`src/rtl/loc_arb_pkg.sv`:
```
package loc_arb_pkg;
  localparam int unsigned CTL_EST   = 0;
  localparam int unsigned CTL_ASK   = 1;
  localparam int unsigned CTL_REL   = 2;
  localparam int unsigned CTL_TAKE  = 3;

  typedef enum logic [1:0] {
    VIEW_ACCESS = 2'd0,
    VIEW_STATE  = 2'd1,
    VIEW_STATUS = 2'd2,
    VIEW_NONE   = 2'd3
  } view_e;
endpackage

```
`src/rtl/loc_prio_pick.sv`:
```
module loc_prio_pick #(
  parameter int unsigned N   = 5,
  localparam int unsigned IW = $clog2(N)
) (
  input  logic [N-1:0]  req_i,
  output logic          any_o,
  output logic [IW-1:0] idx_o
);
  // later (higher) index overrides earlier
  always_comb begin
    idx_o = '0;
    for (int i = 0; i < N; i++) begin
      if (req_i[i]) idx_o = IW'(i);
    end
  end
  assign any_o = |req_i;
endmodule

```
`src/rtl/loc_owner_ctl.sv`:
```
module loc_owner_ctl
  import loc_arb_pkg::*;
#(
  parameter int unsigned N           = 5,
  parameter int unsigned DW          = 8,
  parameter int unsigned EST_MIN_LOC = 3,
  localparam int unsigned IW = $clog2(N)
) (
  input  logic          clk_i,
  input  logic          rst_ni,
  input  logic          wr_en_i,
  input  logic [IW-1:0] wr_loc_i,
  input  logic [DW-1:0] wr_data_i,
  output logic          own_valid_o,
  output logic [IW-1:0] own_idx_o,
  output logic [N-1:0]  wait_o,
  output logic [N-1:0]  seized_o,
  output logic          est_o
);
  logic          valid_q, valid_d;
  logic [IW-1:0] owner_q, owner_d;
  logic [N-1:0]  wait_q, wait_d, seized_q, seized_d;
  logic          est_q, est_d;
  logic          pick_any;
  logic [IW-1:0] pick_idx;
  logic          loc_ok;
  logic [N-1:0]  wr_oh;

  loc_prio_pick #(.N(N)) i_pick (
    .req_i (wait_q),
    .any_o (pick_any),
    .idx_o (pick_idx)
  );

  assign loc_ok = wr_en_i && (32'(wr_loc_i) < N);

  always_comb begin
    for (int i = 0; i < N; i++) wr_oh[i] = loc_ok && (32'(wr_loc_i) == i);
  end

  always_comb begin
    valid_d  = valid_q;
    owner_d  = owner_q;
    wait_d   = wait_q;
    seized_d = seized_q;
    est_d    = est_q;
    // arbitration on registered state
    if (!valid_q && pick_any) begin
      valid_d = 1'b1;
      owner_d = pick_idx;
      for (int i = 0; i < N; i++) if (32'(pick_idx) == i) wait_d[i] = 1'b0;
    end
    // software write on top
    if (loc_ok) begin
      if (wr_data_i[CTL_TAKE]) begin
        if (!valid_d || (wr_loc_i > owner_d)) begin
          if (valid_d) begin
            for (int i = 0; i < N; i++) if (32'(owner_d) == i) seized_d[i] = 1'b1;
          end
          valid_d = 1'b1;
          owner_d = wr_loc_i;
          wait_d  = wait_d & ~wr_oh;
        end
      end else if (wr_data_i[CTL_REL]) begin
        if (valid_d && (owner_d == wr_loc_i)) valid_d = 1'b0;
      end else if (wr_data_i[CTL_ASK]) begin
        seized_d = seized_d & ~wr_oh;
        if (!(valid_d && (owner_d == wr_loc_i))) wait_d = wait_d | wr_oh;
      end
      if (wr_data_i[CTL_EST] && (32'(wr_loc_i) >= EST_MIN_LOC)) est_d = 1'b1;
    end
  end

  always_ff @(posedge clk_i or negedge rst_ni) begin
    if (!rst_ni) begin
      valid_q  <= 1'b0;
      owner_q  <= '0;
      wait_q   <= '0;
      seized_q <= '0;
      est_q    <= 1'b0;
    end else begin
      valid_q  <= valid_d;
      owner_q  <= owner_d;
      wait_q   <= wait_d;
      seized_q <= seized_d;
      est_q    <= est_d;
    end
  end

  assign own_valid_o = valid_q;
  assign own_idx_o   = owner_q;
  assign wait_o      = wait_q;
  assign seized_o    = seized_q;
  assign est_o       = est_q;

  a_r3_free_grant: assert property (@(posedge clk_i) disable iff (!rst_ni)
    (!valid_q && |wait_q) |=> valid_q);

  a_r4_owner_release: assert property (@(posedge clk_i) disable iff (!rst_ni)
    (loc_ok && wr_data_i[CTL_REL] && !wr_data_i[CTL_TAKE] && valid_q && wr_loc_i == owner_q)
    |=> !valid_q);

  a_r5_take_over: assert property (@(posedge clk_i) disable iff (!rst_ni)
    (loc_ok && wr_data_i[CTL_TAKE] && valid_q && wr_loc_i > owner_q)
    |=> (valid_q && owner_q == $past(wr_loc_i) && seized_q[$past(owner_q)]));

  a_r6_low_take_ignored: assert property (@(posedge clk_i) disable iff (!rst_ni)
    (loc_ok && wr_data_i[CTL_TAKE] && valid_q && wr_loc_i <= owner_q)
    |=> (valid_q && owner_q == $past(owner_q)));

  a_r9_est_guard: assert property (@(posedge clk_i) disable iff (!rst_ni)
    $rose(est_q) |-> $past(loc_ok && wr_data_i[CTL_EST] && 32'(wr_loc_i) >= EST_MIN_LOC));
endmodule

```
`src/rtl/loc_view_mux.sv`:
```
module loc_view_mux
  import loc_arb_pkg::*;
#(
  parameter int unsigned N  = 5,
  parameter int unsigned DW = 8,
  localparam int unsigned IW = $clog2(N)
) (
  input  logic          regs_ok_i,
  input  logic [IW-1:0] rd_loc_i,
  input  logic [1:0]    rd_sel_i,
  input  logic          own_valid_i,
  input  logic [IW-1:0] own_idx_i,
  input  logic [N-1:0]  granted_i,
  input  logic [N-1:0]  wait_i,
  input  logic [N-1:0]  seized_i,
  input  logic [N-1:0]  others_wait_i,
  input  logic          est_i,
  output logic [DW-1:0] rd_data_o
);
  logic is_own, is_seized, is_wait, oth_wait;

  always_comb begin
    is_own = 1'b0; is_seized = 1'b0; is_wait = 1'b0; oth_wait = 1'b0;
    for (int i = 0; i < N; i++) begin
      if (32'(rd_loc_i) == i) begin
        is_own    = granted_i[i];
        is_seized = seized_i[i];
        is_wait   = wait_i[i];
        oth_wait  = others_wait_i[i];
      end
    end
  end

  always_comb begin
    rd_data_o = '0;
    unique case (view_e'(rd_sel_i))
      VIEW_ACCESS: begin
        rd_data_o[7] = regs_ok_i;
        rd_data_o[5] = is_own;
        rd_data_o[4] = is_seized;
        rd_data_o[2] = oth_wait;
        rd_data_o[1] = is_wait;
        rd_data_o[0] = est_i;
      end
      VIEW_STATE: begin
        rd_data_o[7]   = regs_ok_i;
        rd_data_o[4:2] = 3'(own_idx_i);
        rd_data_o[1]   = own_valid_i;
        rd_data_o[0]   = est_i;
      end
      VIEW_STATUS: begin
        rd_data_o[1] = is_seized;
        rd_data_o[0] = is_own;
      end
      default: rd_data_o = '0;
    endcase
  end
endmodule

```
`src/rtl/loc_access_arbiter.sv`:
```
module loc_access_arbiter
  import loc_arb_pkg::*;
#(
  parameter int unsigned N           = 5,
  parameter int unsigned DW          = 8,
  parameter int unsigned EST_MIN_LOC = 3,
  localparam int unsigned IW = $clog2(N)
) (
  input  logic          clk_i,
  input  logic          rst_ni,
  input  logic          wr_en_i,
  input  logic [IW-1:0] wr_loc_i,
  input  logic [DW-1:0] wr_data_i,
  input  logic [IW-1:0] rd_loc_i,
  input  logic [1:0]    rd_sel_i,
  output logic [DW-1:0] rd_data_o,
  output logic [IW-1:0] owner_o,
  output logic          assigned_o,
  output logic [N-1:0]  granted_o,
  output logic [N-1:0]  seized_o,
  output logic [N-1:0]  others_wait_o,
  output logic          established_o
);
  logic          own_valid;
  logic [IW-1:0] own_idx;
  logic [N-1:0]  wait_v, seized_v;
  logic          est;
  logic          regs_ok_q;

  always_ff @(posedge clk_i or negedge rst_ni) begin
    if (!rst_ni) regs_ok_q <= 1'b0;
    else         regs_ok_q <= 1'b1;
  end

  loc_owner_ctl #(.N(N), .DW(DW), .EST_MIN_LOC(EST_MIN_LOC)) i_ctl (
    .clk_i       (clk_i),
    .rst_ni      (rst_ni),
    .wr_en_i     (wr_en_i),
    .wr_loc_i    (wr_loc_i),
    .wr_data_i   (wr_data_i),
    .own_valid_o (own_valid),
    .own_idx_o   (own_idx),
    .wait_o      (wait_v),
    .seized_o    (seized_v),
    .est_o       (est)
  );

  for (genvar g = 0; g < N; g++) begin : g_loc
    assign granted_o[g]     = own_valid && (32'(own_idx) == g);
    assign others_wait_o[g] = |(wait_v & ~(N'(1) << g));
  end

  loc_view_mux #(.N(N), .DW(DW)) i_view (
    .regs_ok_i     (regs_ok_q),
    .rd_loc_i      (rd_loc_i),
    .rd_sel_i      (rd_sel_i),
    .own_valid_i   (own_valid),
    .own_idx_i     (own_idx),
    .granted_i     (granted_o),
    .wait_i        (wait_v),
    .seized_i      (seized_v),
    .others_wait_i (others_wait_o),
    .est_i         (est),
    .rd_data_o     (rd_data_o)
  );

  assign owner_o       = own_idx;
  assign assigned_o    = own_valid;
  assign seized_o      = seized_v;
  assign established_o = est;

  a_r7_seized_sticky: assert property (@(posedge clk_i) disable iff (!rst_ni)
    (|($past(seized_v) & ~seized_v)) |->
      $past(wr_en_i && wr_data_i[CTL_ASK] && !wr_data_i[CTL_TAKE] && !wr_data_i[CTL_REL]));

  a_r2_one_owner: assert property (@(posedge clk_i) disable iff (!rst_ni)
    $onehot0(granted_o) && (assigned_o == (|granted_o)));
endmodule

```
`config.mk`:
```
export PLATFORM = sky130hd
export DESIGN_NAME = loc_access_arbiter
export DESIGN_NICKNAME = d
export VERILOG_FILES = /design/src/rtl/loc_arb_pkg.sv /design/src/rtl/loc_prio_pick.sv /design/src/rtl/loc_owner_ctl.sv /design/src/rtl/loc_view_mux.sv /design/src/rtl/loc_access_arbiter.sv
export SDC_FILE = /design/constraint.sdc
export NUM_CORES = 1
export LEC_CHECK = 0
export BUFFER_PORTS_ARGS = -buffer_cell sky130_fd_sc_hd__buf_2
export CORE_MARGIN = 2
export CORE_UTILIZATION = 45
export CTS_CLUSTER_DIAMETER = 60
export CTS_CLUSTER_SIZE = 25
export DETAILED_ROUTE_END_ITERATION = 7
export MAX_ROUTING_LAYER = met4
export PLACE_DENSITY_LB_ADDON = 0.2
export SLEW_MARGIN = 20
export SYNTH_ARGS = -nofsm -noshare
export SYNTH_HDL_FRONTEND = slang
export SYNTH_SLANG_ARGS = --single-unit
```
`constraint.sdc`:
```
create_clock -name clk_i -period 3.22 [get_ports clk_i]
set_input_delay 0.161 -clock clk_i [delete_from_list [all_inputs] [get_ports clk_i]]
set_output_delay 0.161 -clock clk_i [all_outputs]
set_load 0.01 [all_outputs]
```
* After elaboration in Yosys (flattened, before gate mapping) *
Cells that the tools add are included.

storage, ports and cells
  bits in registers = 16
  input bits = 19
  output and inout bits = 28
  word-level logic and storage cells = 147

cells by class
  order comparisons = 3
  equality and inequality tests = 31
  multiplexer cells = 62
  bitwise logic cells = 4
  reductions and logical operators = 37

operators with widths
  operator              count
  $mux W5               12
  $mux W1               40
  $eq A3 B2 Y1 const B  10
  $reduce_and A6 Y1     5
  $mux W3               7
  $reduce_or A4 Y1      5
  $ne A2 B1 Y1 const B  8
  $eq A3 B1 Y1 const B  5
  $eq A3 B3 Y1 const B  5
  $logic_not A3 Y1      5
  $logic_and A1 B1 Y1   14
  $and A5 B5 Y5         2
  $pmux W2 S3           1
  $not A5 Y5            1
  $or A5 B5 Y5          1
  $reduce_or A5 Y1      1
  $pmux W1 S2           2
  $eq A3 B3 Y1          1
  $ge A3 B2 Y1 const B  1
  $gt A3 B3 Y1          1
  $lt A3 B3 Y1 const B  1
  $eq A2 B1 Y1 const B  1
  $eq A2 B2 Y1 const B  1
  $logic_not A1 Y1      2
  other kinds (5)       5

* Logic depth before layout (Yosys ltp) *
Gate-level depths: netlist (run 1).

  depth in word-level cells = 13
  mapped depth = 8
  depth with buffers taken out = 6

* By module *
Synthesis (run 1) repeated with hierarchy kept, for this count alone.

unflattened totals
  cell total of the unflattened synthesis = 184
  area total of the unflattened synthesis = 1522.7 um2

by module, submodules not included
  module              times used  cells an instance  area an instance (um2)  sequential area each (um2)
  loc_owner_ctl       1           119                1041.0                  375.4
  loc_view_mux        1           45                 324.1                   0.0
  loc_access_arbiter  1           12                 115.1                   25.0
  loc_prio_pick       1           8                  42.5                    0.0

* Worst setup path before layout (run 1) *
OpenSTA, ideal clock, no wires.

  path kind = register -> register
  start point = reg i_ctl.wait_q[4] (netlist: i_ctl.wait_o[4])
  end point = reg i_ctl.owner_q[0] (netlist: i_ctl.own_idx_o[0])
  library setup time = 0.094 ns
  data arrival time = 2.231 ns
  data required time = 3.126 ns
  slack = 0.896 ns
  cell stages (with the launch flop) = 9
  path buffers = 2
  clock period less this slack = 2.324 ns
  path through = dfrtp_1 > buf_2 > or2_2 > clkbuf_1 > o211ai_1 > xnor2_1 > nand2_1 > o31a_4 > a221oi_2

on the way
  cells in the longest elaborated chain, start to end = 8
  elaborated cells on any way between the ends = 11
  those cells by class = order compare: 1; mux: 6; reduce/logical: 4

RTL lines
  element                                                  RTL line             text
  from (decl)                                              loc_owner_ctl.sv:22  logic [N-1:0] wait_q, wait_d, seized_q, seized_d;
  from (signal assigned)                                   loc_owner_ctl.sv:84  wait_q <= wait_d;
  $reduce_or A5 Y1                                         loc_prio_pick.sv:16  assign any_o = |req_i;
  $logic_and A1 B1 Y1                                      loc_owner_ctl.sv:48  if (!valid_q && pick_any) begin
  $mux W3 / $mux W1 (equally long branches)                loc_owner_ctl.sv:48
  $gt A3 B3 Y1 / $logic_not A1 Y1 (equally long branches)  loc_owner_ctl.sv:56  if (!valid_d || (wr_loc_i > owner_d)) begin
  $logic_or A1 B1 Y1                                       loc_owner_ctl.sv:56
  $mux W3                                                  loc_owner_ctl.sv:56
  $mux W3                                                  loc_owner_ctl.sv:55  if (wr_data_i[CTL_TAKE]) begin
  $mux W3 (*)                                              loc_owner_ctl.sv:54  if (loc_ok) begin
  named net i_ctl.owner_d[0]                               loc_owner_ctl.sv:21  logic [IW-1:0] owner_q, owner_d;
  to (signal assigned)                                     loc_owner_ctl.sv:83  owner_q <= owner_d;
  to (decl)                                                loc_owner_ctl.sv:21

Mark *: on every way through the listed nets, which the timed path passes. The rest lies on a longest branch.
A chain may end at the register's enable or synchronous reset.

* Worst setup path in the final report (run 1) *
  start point = reg i_ctl.wait_q[4] (netlist: i_ctl.wait_o[4])
  end point = reg i_ctl.owner_q[2] (netlist: i_ctl.own_idx_o[2])

The elaborated chain is that of the path after synthesis.

==> results.py, run 1 <==
metrics = {
    "layout": {
        "nets": 226,
        "layout_commonest_cell": "buf_2",
        "final_cell_mix": "41 x buf_2, 17 x nor2_1, 16 x nand2_1, 16 x dfrtp_1, 10 x o21ai_0",
        "antenna-diode-count": 0,
        "drive_gt1_frac": 0.296,
        "design_area_sq_um": 1700,
        "post-route-util": 0.551,
        "areaGrowthSynthToFinish_pct": 15.7,
    },
    "timing": {
        "finalSetupTns_ns": 0,
        "rsz0062_at_grt": "no",
        "period_needed_ns": 2.67,
        "drv_slew": 0,
        "hold_viol_final": 0,
        "skew_ns": 0.00550,
        "fin_crit_sh": 0.829,
        "tightest_slew_ns": 0.592,
        "setup_viol": 0,
        "slew_headroom": 0.600,
        "clock.fmax_ghz": 0.374,
    },
    "synthesis": {
        "synth_top_family_by_area": "simple AND/OR/NAND/NOR gates",
        "synth_mux_area_frac": 0.0751,
        "synth_flop_cell": "dfrtp_1",
        "synth.avg_cell_area_sq_um": 8.38,
        "synth_compound_area_frac": 0.269,
        "netlist_instances": 175,
        "syn-cell-area_sq_um": 1470,
        "yosysSeqAreaShare": 0.273,
        "ys_warn_count": 0,
        "synthArstFlopShare": 1.00,
        "synthXorXnorAreaFrac": 0.0230,
        "synthSimpleGateAreaFrac": 0.282,
        "synth_fp_nets": 194,
        "yosysUniqueCellTypes": 57,
        "synth_edf_count": 0,
        "yosys_register_bits": 16,
        "synth_fa_ha_area_frac": 0,
    },
    "global_routing": {
        "grt-busiest-layer": "met2",
        "grt.total_usage": 0.237,
        "met2_usage": 0.380,
        "grt_pass1_wl_um": 6300,
        "grt_max_degree": 17,
        "grt_util_met3": 0.0252,
        "antenna_found_initial": 0,
        "grt-ovfl-total": 0,
        "grt_pass1_vias": 1320,
        "use_met1": 0.307,
    },
    "floorplan": {
        "die_w_um": 61.1,
        "dieArea_sq_um": 3730,
        "row_count": 20,
        "initial_core_util": 0.476,
        "ioPinCount": 47,
        "coreArea_sq_um": 3080,
        "die_h_um": 61.1,
    },
    "setup_path": {
        "path_delay_family": "simple AND/OR/NAND/NOR gates",
        "crit_chain": "or4_4 -> nor3_4 -> nor4_1 -> a311oi_1 -> o31a_4 -> mux2i_1",
        "critPathBufInv": 0,
        "cp.arrival_ns": 2.89,
        "crit_required_ns": 3.44,
        "cp_max_fo": 11,
        "cp-end-kind": "flop",
        "crit_type": "reg2reg",
        "cp_slowest_stage_delay_ns": 0.64,
        "crit_slowest_cell": "or4_4",
        "start_kind": "flop",
    },
    "min_path": {
        "hold_path.class": "in2reg",
    },
    "placed_design": {
        "place.gp.congestion": 0.914,
        "hpwl_um": 3020,
        "port_buffers": 41,
        "postPlaceCellArea_sq_um": 1650,
    },
    "routing": {
        "dr.first_iter.drc_count": 136,
        "routedWlPerCell_um": 16.1,
        "drc_errors": 0,
        "first_pass_iters": 4,
        "totalWireLength_um": 4030,
        "vias_per_cell": 6.19,
        "postRouteAntennaNets": 0,
        "via_count": 1547,
    },
    "cts": {
        "cts_buffers": 3,
        "root_buffer": "clkbuf_4",
        "clk_pin_slew_ns": 0.10,
        "clock_latency_ns": 0.29,
        "cts_max_path_buffers": 2,
        "cts_tree": "done",
        "htree_levels": 1,
        "cts_sinks": 16,
        "cts-resized-gates": 0,
    },
    "run": {
        "maxCapViolCount": 0,
    },
    "pwr": {
        "irDropWorstVdd_uv": 229,
        "power.leakage_nw": 0.739,
        "powerDensity_nw_per_um2": 648,
    },
    "outcome": {
        "status": "completed",
    },
}
==> synth_stat cells, types with 4 or more instances <==
| master | count | share of area |
|---|---|---|
| nor2_1 | 17 | 0.044 |
| dfrtp_1 | 16 | 0.27 |
| nand2_1 | 16 | 0.041 |
| o21ai_0 | 10 | 0.034 |
| clkbuf_1 | 9 | 0.023 |
| o31ai_1 | 7 | 0.036 |
| a21oi_1 | 6 | 0.020 |
| inv_1 | 6 | 0.015 |
| nor2b_1 | 6 | 0.026 |
| mux2i_1 | 5 | 0.034 |
| nand3_1 | 5 | 0.017 |
| buf_4 | 4 | 0.020 |
| nor3_1 | 4 | 0.014 |
==> state kept, by name (all words and copies together), names as in the netlist <==
name	cells
i_ctl.seized_o	5
i_ctl.wait_o	5
i_ctl.own_idx_o	3
i_ctl.est_o	1
i_ctl.own_valid_o	1
regs_ok_q	1
==> layer usage <==
layer  up-vias  wire [um]
li1        719          -
met1       728       1740
met2        87       1870
met3        13        311
met4         0        110
met5         -          0
==> worst paths after layout <==
check / startpoint / end / slack [ns] / depth (start not counted)
max: i_ctl.wait_o[4] / i_ctl.own_idx_o[2] / 0.55 / 6
min: wr_data_i[0] / i_ctl.est_o / 0.09 / 2
max reg2reg: i_ctl.wait_o[4] / i_ctl.own_idx_o[2] / 0.55 / 6
min reg2reg: i_ctl.seized_o[1] / i_ctl.seized_o[1] / 0.53 / 2
max in group asynchronous: rst_ni / i_ctl.seized_o[2] / 2.64 / 2
min in group asynchronous: rst_ni / i_ctl.own_idx_o[0] / 0.31 / 2
==> cell type report <==
type,instances,area [sq um]
clock buffers,4,36.3
fillers,280,1380
well taps,44,55.1
flip-flops and latches,16,400
inverters,6,22.5
repair buffers,43,223
multi-input cells,137,960
==> through the flow <==
step	cells	power, mW	hold slack [ns]	worst slack (ns)
final	250	1.10	0.0933	0.549
after global routing	250	1.18	0.0968	0.351
after CTS	250	1.09	0.0999	0.572
after detailed placement	245	0.955	0.0974	0.606
after global placement	245	0.944	0.0815	0.643
after floorplan	175	0.786	-0.135	0.896
==> cell families after synthesis <==
family | count (synthesis)
mux | 9
other cells | 2
xor+xnor | 3
compound gates | 50
buf+inv | 22
flops | 16
simple gates | 73
==> where the power goes <==
group	internal [mW]	switching, mW	leakage (nW)
Sequential	0.267	0.137	0.177
Combinational	0.238	0.322	0.541
Clock	0.0690	0.0668	0.0210
==> timing repair <==
action / CTS / global route
setup buffers: 0 / 0
hold buffers: 1 / 0
endpoints found under the hold margin: 16 / 0
setup endpoints to repair: 0 / 0
Note: power is estimated with default switching activity, not from simulation.
==> inputs of run 2 (changes only) <==
clock period = 2.4 ns   (was 3.22 ns; I/O delays follow)
==> results.py, run 2 (synthesized netlist as in run 1, its figures left out) <==
metrics = {
    "global_routing": {
        "grt_max_degree": 17,
        "grt.total_usage": 0.245,
        "grt_pass1_vias": 1410,
        "grt-ovfl-total": 0,
        "grt_pass1_wl_um": 6560,
        "antenna_found_initial": 0,
    },
    "setup_path": {
        "r2r_slack_ns": 0.08,
        "crit_chain": "buf_4 -> or4_2 -> mux2_2 -> a21oi_2 -> a221oi_1 -> buf_2",
        "crit_required_ns": 2.28,
        "cp.arrival_ns": 2.20,
        "start_kind": "flop",
        "cp-end-kind": "output pin",
        "crit_slowest_cell": "or4_2",
        "crit_type": "reg2out",
        "cp_slowest_stage_delay_ns": 0.66,
        "cp_max_fo": 6,
    },
    "outcome": {
        "status": "completed",
    },
    "routing": {
        "drt-met1-wl_um": 1880,
        "drc_errors": 0,
        "postRouteAntennaNets": 0,
        "dr.first_iter.drc_count": 95,
        "vias_per_cell": 5.94,
        "routedWlPerCell_um": 16.0,
        "wl_met2_um": 2150,
        "first_pass_iters": 5,
        "top_layer_used": "met4",
        "wl_met3_um": 193,
        "via_count": 1587,
        "totalWireLength_um": 4280,
    },
    "layout": {
        "nets": 244,
        "antenna-diode-count": 0,
        "layout_commonest_cell": "buf_2",
        "final_cell_count_no_fill": 267,
        "multi_input_area_sq_um": 976,
        "final_cell_mix": "41 x buf_2, 18 x buf_4, 17 x nor2_1",
        "areaGrowthSynthToFinish_pct": 25.6,
        "regArea_sq_um": 404,
        "post-route-util": 0.598,
        "drive_gt1_frac": 0.381,
        "fill_cells": 293,
    },
    "cts": {
        "clock_latency_ns": 0.29,
        "cts_sinks": 16,
        "cts_buffers": 3,
        "root_buffer": "clkbuf_4",
        "cts_max_path_buffers": 2,
        "cts_tree": "done",
        "htree_levels": 1,
        "clk_pin_slew_ns": 0.10,
    },
    "pwr": {
        "switching_share": 0.459,
        "power.leakage_nw": 0.819,
        "comb_power_share": 0.604,
        "p_int_mw": 0.880,
        "powerDensity_nw_per_um2": 883,
        "clkPwrFrac": 0.087,
        "switchingPower_mw": 0.746,
        "irDropWorstVdd_uv": 310,
        "pwr-share-seq": 0.309,
    },
    "timing": {
        "fin_crit_sh": 0.968,
        "period_needed_ns": 2.32,
        "slew_headroom": 0.584,
        "drv_slew": 0,
        "rsz0062_at_grt": "no",
        "clock.fmax_ghz": 0.431,
        "skew_ns": 0.0130,
        "setup_viol": 0,
        "hold_viol_final": 0,
        "timing.hold.ws_ns": 0.0692,
        "fin_ws_ns": 0.0778,
        "finalSetupTns_ns": 0,
        "tightest_slew_ns": 0.615,
    },
    "floorplan": {
        "initial_core_util": 0.476,
        "die_w_um": 61.1,
        "dieArea_sq_um": 3730,
        "die_h_um": 61.1,
        "row_count": 20,
        "coreArea_sq_um": 3080,
        "ioPinCount": 47,
    },
    "placed_design": {
        "pre_cts_ws_ns": 0.0530,
        "numPlacedInstances": 259,
        "port_buffers": 41,
        "place.gp.congestion": 0.839,
        "hpwl_um": 3360,
    },
    "min_path": {
        "hold_path.class": "in2reg",
    },
    "run": {
        "maxCapViolCount": 0,
    },
}
## run 2: changes by cell type in the layout (fill, tap and decap cells not counted), sizes merged
cell / before / now
clkbuf: 4 / 3
buf: 42 / 60
## run 2: final cells by class
type / count / share of cell area
repair buffers: 61 / 0.196
multi-input cells: 137 / 0.530
well taps: 44 / 0.0299
flip-flops and latches: 16 / 0.219
inverters: 6 / 0.0122
clock buffers: 3 / 0.0122
## run 2: stage by stage
stage          total power, mW  cell area (sq um)
2_1_floorplan             1.05               1470
3_3_place_gp              1.38               1760
3_5_place_dp              1.42               1760
4_1_cts                   1.56               1790
5_1_grt                   1.75               1840
6_report                  1.63               1840
## run 2: power groups by stage
stage | Sequential (mW) | Clock (mW) | Combinational [mW]
6_report | 0.503 | 0.141 | 0.983
5_1_grt | 0.524 | 0.160 | 1.07
4_1_cts | 0.493 | 0.142 | 0.922
3_5_place_dp | 0.500 | 0 | 0.917
3_3_place_gp | 0.491 | 0 | 0.892
2_1_floorplan | 0.459 | 0 | 0.596
## run 2: worst max-delay path: cells and delay by family, from the launching register on
family	cells	cell delay (ns)
AO/OA/AOI/OAI	2	0.20
buffers and inverters	2	0.30
multiplexers	1	0.30
flip-flops	1	0.45
AND/OR/NAND/NOR	1	0.66
## run 2: what timing repair did
action / CTS / global route
buffers inserted: 0 / 4
hold buffers: 1 / 0
endpoints found under the setup margin: 0 / 8
resized for setup: 0 / 8
endpoints found under the hold margin: 16 / 0
## run 2: path summary, 6_finish.rpt
path                                       to               from  depth (start not counted)
hold / removal                    i_ctl.est_o       wr_data_i[0]                          2
hold reg to reg             i_ctl.seized_o[0]  i_ctl.seized_o[0]                          2
min in group asynchronous   i_ctl.own_valid_o             rst_ni                          2
max in group asynchronous  i_ctl.own_idx_o[1]             rst_ni                          2
setup reg to reg           i_ctl.own_idx_o[0]    i_ctl.wait_o[4]                          7
setup / recovery                 rd_data_o[2]    i_ctl.wait_o[0]                          6
## run 2: routing by layer
metal,track usage,vias to the layer above
met5,-,-
li1,-,752
met1,0.304,769
met3,0.0189,8
met2,0.413,58
met4,0.0994,0
